--- src/rtl/pgc_pkg.sv ---
package pgc_pkg;
    localparam int NMOD     = 8;
    localparam int DW       = 16;
    localparam int AW       = $clog2(NMOD + 2);
    localparam int RUN_BIT  = 0;
    localparam int STOP_BIT = 1;

    typedef logic [DW-1:0] ctrl_t;

    typedef struct packed {
        logic [NMOD-1:0]   dis;
        ctrl_t [NMOD-1:0]  ctrl;
    } bank_t;
endpackage

--- src/rtl/pgc_regbank.sv ---
module pgc_regbank
    import pgc_pkg::*;
#(
    parameter logic [NMOD-1:0] HAS_RUN = 8'h3F
) (
    input  logic             clk,
    input  logic             rst_n,
    input  logic             wr_en,
    input  logic [AW-1:0]    addr,
    input  logic [DW-1:0]    wdata,
    output logic [NMOD-1:0]  dis_q,
    output ctrl_t [NMOD-1:0] ctrl_q
);
    bank_t st_d, st_q;

    always_comb begin
        st_d = st_q;
        if (wr_en && addr == '0) begin
            st_d.dis = wdata[NMOD-1:0];
        end
        for (int m = 0; m < NMOD; m++) begin
            if (wr_en && addr == AW'(m + 1) && !st_q.dis[m]) begin
                st_d.ctrl[m] = wdata;
                if (!HAS_RUN[m]) begin
                    st_d.ctrl[m][RUN_BIT] = 1'b0;
                end
            end
            if (st_d.dis[m]) begin
                st_d.ctrl[m] = '0;
            end
        end
    end

    always_ff @(posedge clk or negedge rst_n) begin
        if (!rst_n) begin
            st_q <= '0;
        end else begin
            st_q <= st_d;
        end
    end

    assign dis_q  = st_q.dis;
    assign ctrl_q = st_q.ctrl;
endmodule

--- src/rtl/pgc_gate.sv ---
module pgc_gate
    import pgc_pkg::*;
#(
    parameter logic [NMOD-1:0] HAS_RUN = 8'h3F
) (
    input  logic             idle_i,
    input  logic [NMOD-1:0]  dis,
    input  ctrl_t [NMOD-1:0] ctrl,
    output logic [NMOD-1:0]  clk_en,
    output logic [NMOD-1:0]  func_en
);
    for (genvar m = 0; m < NMOD; m++) begin : g_mod
        logic idle_stop;
        assign idle_stop  = idle_i && ctrl[m][STOP_BIT];
        assign clk_en[m]  = !dis[m] && !idle_stop;
        if (HAS_RUN[m]) begin : g_run
            assign func_en[m] = clk_en[m] && ctrl[m][RUN_BIT];
        end else begin : g_norun
            assign func_en[m] = clk_en[m];
        end
    end
endmodule

--- src/rtl/pgc_rdmux.sv ---
module pgc_rdmux
    import pgc_pkg::*;
(
    input  logic             rd_en,
    input  logic [AW-1:0]    addr,
    input  logic [NMOD-1:0]  dis,
    input  ctrl_t [NMOD-1:0] ctrl,
    output logic [DW-1:0]    rdata
);
    always_comb begin
        rdata = '0;
        if (rd_en) begin
            if (addr == '0) begin
                rdata = DW'(dis);
            end
            for (int m = 0; m < NMOD; m++) begin
                if (addr == AW'(m + 1) && !dis[m]) begin
                    rdata = ctrl[m];
                end
            end
        end
    end
endmodule

--- src/rtl/periph_gate_ctrl.sv ---
module periph_gate_ctrl
    import pgc_pkg::*;
#(
    parameter logic [NMOD-1:0] HAS_RUN = 8'h3F
) (
    input  logic            clk,
    input  logic            rst_n,
    input  logic            idle_i,
    input  logic            bus_sel,
    input  logic            bus_wr,
    input  logic [AW-1:0]   bus_addr,
    input  logic [DW-1:0]   bus_wdata,
    output logic [DW-1:0]   bus_rdata,
    output logic [NMOD-1:0] mod_clk_en,
    output logic [NMOD-1:0] mod_func_en
);
    logic [NMOD-1:0]    dis_q;
    ctrl_t [NMOD-1:0]   ctrl_q;
    logic [NMOD*DW-1:0] ctrl_flat;

    pgc_regbank #(.HAS_RUN(HAS_RUN)) u_bank (
        .clk    (clk),
        .rst_n  (rst_n),
        .wr_en  (bus_sel && bus_wr),
        .addr   (bus_addr),
        .wdata  (bus_wdata),
        .dis_q  (dis_q),
        .ctrl_q (ctrl_q)
    );

    pgc_gate #(.HAS_RUN(HAS_RUN)) u_gate (
        .idle_i  (idle_i),
        .dis     (dis_q),
        .ctrl    (ctrl_q),
        .clk_en  (mod_clk_en),
        .func_en (mod_func_en)
    );

    pgc_rdmux u_rd (
        .rd_en (bus_sel && !bus_wr),
        .addr  (bus_addr),
        .dis   (dis_q),
        .ctrl  (ctrl_q),
        .rdata (bus_rdata)
    );

    assign ctrl_flat = ctrl_q;
endmodule

--- config.mk ---
export PLATFORM = sky130hd
export DESIGN_NAME = periph_gate_ctrl
export DESIGN_NICKNAME = d
export VERILOG_FILES = /design/src/rtl/pgc_pkg.sv /design/src/rtl/pgc_regbank.sv /design/src/rtl/pgc_gate.sv /design/src/rtl/pgc_rdmux.sv /design/src/rtl/periph_gate_ctrl.sv
export SDC_FILE = /design/constraint.sdc
export NUM_CORES = 1
export LEC_CHECK = 0
export BUFFER_PORTS_ARGS = -buffer_cell sky130_fd_sc_hd__buf_4
export CAP_MARGIN = 10
export CORE_UTILIZATION = 35
export CTS_CLUSTER_DIAMETER = 200
export DETAILED_ROUTE_END_ITERATION = 12
export PLACE_DENSITY = 0.48
export SYNTH_ARGS = -nofsm -noshare
export SYNTH_HDL_FRONTEND = slang
export SYNTH_SLANG_ARGS = --single-unit
--- constraint.sdc ---
create_clock -name clk -period 2.7 [get_ports clk]
set_clock_uncertainty 0.05 [all_clocks]
set_input_delay 0.27 -clock clk [delete_from_list [all_inputs] [get_ports clk]]
set_output_delay 0.27 -clock clk [all_outputs]
set_load 0.1 [all_outputs]
* Word level (Yosys, flattened, before mapping)
Cells that the tools add are included.
** Storage, ports and cells
- Bits of input ports :: 25
- Output and inout bits :: 32
- Flip-flop bits (word level) :: 136
- Word-level logic and storage cells :: 119
** Cells by class
- Muxes and demuxes :: 27
- Equal/unequal tests :: 8
- Reductions and logical operators :: 75
** Operator list (number)
- $mux 16 :: 25
- $logic_and 1x1->1 :: 49
- $logic_not 1->1 :: 17
- $eq 4x3->1 const B :: 4
- $mux 8 :: 2
- $reduce_bool 2->1 :: 8
- $eq 4x2->1 const B :: 2
- $eq 4x1->1 const B :: 1
- $eq 4x4->1 const B :: 1
- $logic_not 4->1 :: 1

* Longest topological paths before layout
Gate-level depths: netlist of the first run.
- Word-level depth :: 11
- Depth in mapped cells :: 9
- Mapped depth without buffers :: 5

* Modules after synthesis
A second synthesis of the first run with hierarchy kept.
** Unflattened totals
- Cells, all modules :: 796
- Area total of the unflattened synthesis :: 7105.6 um^2
** By module, submodules not included
- pgc_regbank :: cells each 597, sequential area each 3353.2 um^2, times used 1, area an instance 5750.5 um^2
- pgc_rdmux :: cells each 180, sequential area each 0.0 um^2, times used 1, area an instance 1167.4 um^2
- pgc_gate :: cells each 17, sequential area each 0.0 um^2, times used 1, area an instance 171.4 um^2
- periph_gate_ctrl :: cells each 2, sequential area each 0.0 um^2, times used 1, area an instance 16.3 um^2

* Worst setup path after synthesis of the first run
Ideal clock, no wire load.
- Path type :: reg-to-output
- From :: register u_bank.st_q, in the netlist u_bank.dis_q[2]
- To :: output bus_rdata[1]
- Required time :: 2.380 ns
- Slack :: -1.463 ns
- Cell stages (with the launch flop) :: 6
- Buffers on the path :: 1
- Data arrival time :: 3.843 ns
- Path through :: dfrtp_1 > clkbuf_1 > nor4_2 > a22o_1 > o221ai_1 > a311oi_1
** Between the ends
- Cells in the longest elaborated chain, start to end :: 9
** RTL lines
- start: declaration :: RTL line pgc_regbank.sv:14 : bank_t st_d, st_q;
- start signal: assignment :: RTL line pgc_regbank.sv:38 : st_q <= st_d;
- $logic_not 1->1 :: RTL line pgc_rdmux.sv:17 : if (addr == AW'(m + 1) && !dis[m]) begin
- $logic_and 1x1->1 :: RTL line pgc_rdmux.sv:17
- $mux 16 (6 in series) :: RTL line pgc_rdmux.sv:17
- $mux 16 :: RTL line pgc_rdmux.sv:12 : if (rd_en) begin
- end: declaration :: RTL line periph_gate_ctrl.sv:13 : output logic [DW-1:0] bus_rdata,
Every way passes these cells.

* Final worst setup path of the first run
- From :: register u_bank.st_q, in the netlist u_bank.dis_q[0]
- To :: output bus_rdata[7]
** Between the ends
- Cells in the longest elaborated chain, start to end :: 11
** RTL lines (RTL line)
- $logic_not 1->1 :: pgc_rdmux.sv:17
- $logic_and 1x1->1 :: pgc_rdmux.sv:17
- $mux 16 (8 in series) :: pgc_rdmux.sv:17
- $mux 16 :: pgc_rdmux.sv:12
Every way passes these cells.

==> impl_metrics.json, run 1 <==
{
  "ff2ff_setup_slack_ns": 0.68,
  "core_area_mm2": 0.0195,
  "fin_util_pct": 45.4,
  "antenna_left": 0,
  "htreeDepth": 4,
  "drc": 0,
  "hold_violations": 0,
  "rsz0062_at_grt": "yes",
  "grt.overflow.total": 0,
  "finish.net_count": 864,
  "ys_types": 49,
  "place_congestion": 0.853,
  "layout.area.seq_mm2": 0.00335,
  "fill_cells": 1856,
  "slew_headroom_pct": 37.4,
  "netlist_instances": 782,
  "crit_type": "reg2out",
  "ys_ff_latch": 134,
  "cts_buffers": 17,
  "syn-cell-area_mm2": 0.00696,
  "worstPathArrival_ns": 2.46,
  "fin_area_mm2": 0.00883,
  "cp_max_fo": 16,
  "outcome": "finished, violations left",
  "antenna_found_initial": 0,
  "initial_utilization_pct": 35.8,
  "drt-pass1-iter-count": 5,
  "worstSetupStartpointType": "register",
  "place_ws_ns": 0.175,
  "fmax_mhz": 360,
  "cp.required_ns": 2.38,
  "io_pins": 57,
  "drtIter0Drc": 386,
  "violations": "negative setup slack",
  "worst_pin_slew_ns": 0.939,
  "clock_path_buffers": 2,
  "post-route-min-period_ns": 2.78,
  "setup_violations": 11,
  "seq_area_frac_synth_pct": 48.1,
  "slew_viol_final": 0,
  "max_cap_violations": 0,
  "multi_input_area_mm2": 0.00350,
  "drive_gt1_share_pct": 22.6,
  "antenna_cells": 0,
  "max-vdd-ir-drop_uv": 385,
  "p_leak_uw": 0.00359,
  "die_area_mm2": 0.0205,
  "avgSynthCellArea_um2": 8.91,
  "grt_max_degree": 70,
  "setup_ws_ns": -0.0807,
  "synth_nets": 807,
  "wl_per_cell_um": 22.2,
  "fin_crit_sh_pct": 103,
  "yosys_warnings": 0,
  "syn2layout_area_growth_pct": 26.8,
  "root_buffer": "clkbuf_16",
  "die_x_um": 143,
  "dr_total_vias": 6366,
  "die_y_um": 143,
  "cts.sinks": 134,
  "via_per_inst": 5.70,
  "portBuffers": 56,
  "grt_usage_pct": 25.6,
  "place_hpwl_mm": 16.8,
  "rows": 51,
  "cts_tree": "yes",
  "end_kind": "output pin",
  "clkLatencyLatePin_ns": 0.42,
  "grt_pass1_wl_mm": 38.3,
  "grt_pass1_vias": 6416,
  "routed_wl_mm": 24.8,
  "path_clk_slew_ns": 0.06,
  "min_path_type": "in2reg",
  "placed_area_mm2": 0.00798,
  "power_density_mw_per_mm2": 674
}
-- layout make-up --
cell class,count,area share [%]
multi-input combinational,574,39.6
sequential,134,38.0
timing repair buffer,108,12.1
clock buffer,19,4.90
tap,265,3.75
clock inverter,12,1.46
inverter,4,0.170
-- final timing paths --
path	from	endpoint	cells past startpoint
min in group asynchronous	rst_n	u_bank.ctrl_q[17]	2
worst min register to register	u_bank.ctrl_q[30]	u_bank.ctrl_q[30]	2
worst max-delay path	u_bank.dis_q[0]	bus_rdata[7]	9
worst min-delay path	bus_wdata[8]	u_bank.ctrl_q[120]	3
max in group asynchronous	rst_n	u_bank.ctrl_q[74]	3
worst max register to register	u_bank.dis_q[7]	u_bank.ctrl_q[121]	6
-- where the power goes --
group | internal, µW | switching, µW | total (µW)
clock network | 1350 | 917 | 2270
logic | 380 | 968 | 1350
registers | 2180 | 154 | 2340
-- metal layers --
metal,up-vias,track usage [%],wire length (µm)
met4,0,9.00,601
li1,2872,-,-
met3,36,4.83,1200
met2,216,42.8,12100
met5,-,0,0
met1,3242,33.1,10900
-- layout by cell type (no fill, tap or decap), drive strengths merged, types with 2 or more instances in the layout --
| master | n |
|---|---|
| o22ai | 16 |
| or2 | 2 |
| a21oi | 113 |
| mux2 | 8 |
| o21ai | 33 |
| or4 | 3 |
| o211a | 4 |
| a22o | 16 |
| nor4 | 5 |
| buf | 107 |
| a311oi | 2 |
| a22oi | 9 |
| a221oi | 10 |
| mux2i | 31 |
| dfrtp | 134 |
| or3 | 5 |
| nand2 | 190 |
| clkinv | 5 |
| nor2 | 48 |
| o2111a | 7 |
| clkinvlp | 3 |
| nand2b | 4 |
| nor2b | 4 |
| clkbuf | 19 |
| o211ai | 6 |
| inv | 6 |
| and2 | 8 |
| nand3 | 9 |
| o221ai | 9 |
| nor3 | 18 |
| o32ai | 5 |
| bufinv | 2 |
-- cell usage after synthesis (all sizes together) --
cell type	number	share of area (%)
buf	30	2.9
o21a	1	0.11
nor2b	4	0.36
nand3b	1	0.11
nand2	190	10
a222oi	1	0.14
a22oi	9	0.97
inv	4	0.22
nor3	18	1.7
nor2	48	3.0
clkbuf	40	2.2
or3	5	0.45
xor2	1	0.13
nor4b	1	0.34
dfrtp	134	48
o21ai	33	2.4
o221ai	9	1.1
and2	8	0.72
nand3	9	0.65
or3b	1	0.16
mux2	8	1.3
mux2i	31	4.5
o211ai	6	0.65
nor4	5	0.84
o32ai	5	0.63
a221oi	10	1.3
or2b	1	0.11
nand2b	4	0.36
a311oi	2	0.25
o221a	1	0.16
or4	3	0.38
o22ai	16	1.4
a21oi	113	8.1
a22o	16	2.0
o211a	4	0.57
nor4bb	1	0.14
o2111a	7	1.1
or2	2	0.18
-- timing repair --
action | in CTS | in global routing
resized for setup | 38 | 13
pin swaps | 5 | 4
setup buffers | 6 | 2
endpoints found under the hold margin | 66 | 0
endpoints found under the setup margin | 16 | 15
hold buffers | 1 | 0
-- metrics by stage --
stage / power (µW) / hold WS (ns) / std cells / setup TNS [ns]
final: 5950 / 0.105 / 1116 / -0.320
after global routing: 6190 / 0.0892 / 1116 / -1.50
after CTS: 5990 / 0.0929 / 1114 / -0.809
after detailed placement: 3680 / 0.288 / 1076 / 0
after global placement: 3650 / 0.281 / 1076 / 0
after floorplan: 3250 / -0.0756 / 782 / -2.86
-- cells by family after synthesis --
family / share of synthesized area (%)
AO/OA/AOI/OAI: 21.0
XOR/XNOR: 0.126
buffers and inverters: 5.26
flip-flops: 48.1
multiplexers: 5.75
AND/OR/NAND/NOR: 19.7
-- flip-flops by register name (all words and copies together) (netlist names) --
signal and cells:
u_bank.dis_q 8, u_bank.ctrl_q 126
-- worst max-delay path: stages (launching register included) --
cell and delay, ns:
dfrtp_1 0.38, or3b_4 0.42, nor3_4 0.16, buf_12 0.17, buf_4 0.11, a22o_1 0.11, nor3_1 0.05, buf_4 0.15
o32ai_4 0.27, buf_12 0.22
Note: power is estimated with default switching activity, not from simulation.
==> run 2: changes to the inputs <==
--- a/config.mk
+++ b/config.mk
@@ -5,12 +5,13 @@
 export SDC_FILE = /design/constraint.sdc
 export NUM_CORES = 1
 export LEC_CHECK = 0
+export ABC_AREA = 1
 export BUFFER_PORTS_ARGS = -buffer_cell sky130_fd_sc_hd__buf_4
 export CAP_MARGIN = 10
 export CORE_UTILIZATION = 35
 export CTS_CLUSTER_DIAMETER = 200
 export DETAILED_ROUTE_END_ITERATION = 12
-export PLACE_DENSITY = 0.48
+export PLACE_DENSITY = 0.49
 export SYNTH_ARGS = -nofsm -noshare
 export SYNTH_HDL_FRONTEND = slang
 export SYNTH_SLANG_ARGS = --single-unit
==> impl_metrics.json, run 2 <==
{
  "outcome": "finished, violations left",
  "violations": "design-rule violations",
  "io_pins": 57,
  "portBuffers": 56,
  "fin_util_pct": 43.9,
  "fin_crit_sh_pct": 95.8,
  "slew_viol_final": 0,
  "hold_violations": 0,
  "grt_max_degree": 60,
  "avgSynthCellArea_um2": 8.33,
  "worstSetupStartpointType": "register",
  "synthMuxAreaShare_pct": 0,
  "clock_path_buffers": 2,
  "max_cap_violations": 0,
  "core_area_mm2": 0.0181,
  "yosysTopAreaCell": "dfrtp_1",
  "cts_buffers": 17,
  "synth_compound_area_share_pct": 18.9,
  "synth_edf_count": 0,
  "netlist_instances": 785,
  "fill_cells": 1832,
  "crit_type": "reg2out",
  "root_buffer": "clkbuf_16",
  "async_flop_share_pct": 100,
  "p_int_uw": 3590,
  "drtIter0Drc": 558,
  "place_congestion": 0.946,
  "grt_pass1_wl_mm": 34.7,
  "power_density_mw_per_mm2": 653,
  "syn2layout_area_growth_pct": 21.8,
  "dp.cells": 1056,
  "pwr-share-clk_pct": 43.8,
  "switching_share_pct": 30.9,
  "switching_power_uw": 1610,
  "setup_ws_ns": 0.113,
  "synth.top_cell.area_share_pct": 51.3,
  "wl_per_cell_um": 20.0,
  "die_y_um": 139,
  "largest_register_ffs": 126,
  "r2r_cells": 7,
  "drt-pass1-iter-count": 10,
  "die_x_um": 139,
  "dr_total_vias": 5924,
  "synth_ff_type": "dfrtp_1",
  "post-route-min-period_ns": 2.59,
  "slew_headroom_pct": 53.3,
  "rows": 49,
  "initial_utilization_pct": 36.0,
  "ys_types": 33,
  "combPwrFrac_pct": 16.3,
  "worst_pin_slew_ns": 0.700,
  "mostFrequentLayoutCell": "dfrtp_1",
  "fmax_mhz": 387,
  "yosys.area_share.adder_pct": 0,
  "yosysMostFrequentCell": "dfrtp_1",
  "synth_xor_area_share_pct": 0,
  "worstPathArrival_ns": 2.27,
  "finish.net_count": 875,
  "synth_top_family_by_area": "simple AND/OR/NAND/NOR gates",
  "place_hpwl_mm": 15.9,
  "cp.required_ns": 2.38,
  "cts_tree": "yes",
  "die_area_mm2": 0.0192,
  "synth-simple-area-share_pct": 20.2,
  "end_kind": "output pin",
  "antenna_found_initial": 0,
  "regToRegEndpoint": "u_bank.ctrl_q[115]",
  "synth_nets": 810,
  "hp-start": "bus_wdata[9]",
  "drive_gt1_share_pct": 20.0,
  "seq_power_share_pct": 39.9,
  "grt_pass1_vias": 5954,
  "routed_wl_mm": 21.9,
  "timing.rr.start": "u_bank.dis_q[7]",
  "power_uw": 5200,
  "final_cell_mix": "dfrtp_1, nand2_1, inv_1",
  "syn-cell-area_mm2": 0.00654,
  "via_per_inst": 5.42,
  "synth.area.top_cells": "dfrtp_1, o21ai_0, nand2_1",
  "seq_area_frac_synth_pct": 51.3,
  "path_clk_slew_ns": 0.06,
  "rsz0062_at_grt": "yes",
  "clkLatencyLatePin_ns": 0.42,
  "grt_usage_pct": 23.9,
  "min_path_cells": 3,
  "yosys_warnings": 0,
  "ff2ff_setup_slack_ns": 0.75,
  "cp_max_fo": 11,
  "grt.overflow.total": 0,
  "min_path_type": "in2reg",
  "hold-path-endpoint": "u_bank.ctrl_q[73]",
  "antenna_left": 0,
  "drc": 8,
  "antenna_cells": 0,
  "setup_violations": 0,
  "max-vdd-ir-drop_uv": 435,
  "yosys-top-cells-count": "dfrtp_1, nand2_1, inv_1",
  "ys_ff_latch": 134,
  "fin_cells": 1092,
  "place_ws_ns": 0.281,
  "cts.sinks": 134,
  "p_leak_uw": 0.00362,
  "htreeDepth": 4
}
run 2: cell count changes after synthesis, sizes merged, moves of 12 or more:
cell | previous run | this run
nand4 | 0 | 40
inv | 4 | 116
a22o | 16 | 0
nand2 | 190 | 120
nand3 | 9 | 55
mux2i | 31 | 0
nor3 | 18 | 5
o21ai | 33 | 116
o22ai | 16 | 32
a21oi | 113 | 59
a211oi | 0 | 12
clkbuf | 40 | 18
run 2: cells by family (layout without fill, tap and decap cells):
family	after synthesis	count (layout)
buffers and inverters	155	233
and+or+nand+nor	273	273
DFF	134	134
AOI/OAI and AO/OA	223	223
run 2: how the worst max path moves through the flow:
stage | start | to | slack [ns] | cells past startpoint
detailed placement | bus_addr[3] | bus_rdata[5] | 0.28 | 11
finish | u_bank.dis_q[2] | bus_rdata[15] | 0.11 | 9
global route | u_bank.dis_q[0] | bus_rdata[15] | -0.03 | 8
global placement | bus_addr[3] | bus_rdata[5] | 0.33 | 11
CTS | u_bank.dis_q[6] | bus_rdata[5] | 0.02 | 8
floorplan | idle_i | mod_func_en[4] | -0.50 | 3
run 2: per-layer routing:
| layer | GRT usage (%) | routed length, µm | part of all wire (%) |
|---|---|---|---|
| met5 | 0 | 0 | 0 |
| met2 | 37.8 | 10400 | 47 |
| met1 | 32.0 | 9600 | 44 |
| met4 | 8.30 | 492 | 2.2 |
| met3 | 5.97 | 1420 | 6.5 |
run 2: per-stage QoR:
step           TNS, ns  hold slack [ns]  area [µm²]
3_5_place_dp         0            0.235        7310
5_1_grt        -0.0318           0.0409        7960
3_3_place_gp         0            0.230        7310
6_report             0           0.0566        7960
4_1_cts              0           0.0433        7910
2_1_floorplan    -3.22          -0.0756        6580
run 2: power by group through the flow:
| stage | Sequential, µW | Combinational, µW | Clock, µW |
|---|---|---|---|
| final | 2070 | 849 | 2280 |
| after global routing | 2080 | 904 | 2400 |
| after CTS | 2070 | 832 | 2310 |
| after detailed placement | 2110 | 826 | 0 |
| after global placement | 2110 | 824 | 0 |
| after floorplan | 2090 | 535 | 0 |
run 2: worst max-delay path, cell delays in order (launching register included):
cell and delay [ns]:
dfrtp_1 0.42, inv_1 0.13, nand4_4 0.21, buf_4 0.24, nand3_1 0.10, nand2_1 0.11, nand4_1 0.11, nand2_1 0.08
a21oi_2 0.14, buf_4 0.31
run 2: layout make-up:
| class | count | area [µm²] | share of cell area [%] |
|---|---|---|---|
| Inverter | 116 | 440 | 5.53 |
| Clock buffer | 18 | 429 | 5.39 |
| Sequential cell | 134 | 3350 | 42.1 |
| Clock inverter | 14 | 150 | 1.89 |
| Multi-Input combinational cell | 496 | 2620 | 32.8 |
| Tap cell | 229 | 287 | 3.60 |
| Timing Repair Buffer | 85 | 689 | 8.66 |
run 2: timing repair:
action                                  in CTS  in global routing
endpoints found under the setup margin       6                 14
gates cloned                                 0                  0
hold endpoints to repair                    57                  0
hold buffers                                 1                  0
pin swaps                                    0                  0
gates resized for setup                      3                  5
buffers inserted                             0                  3
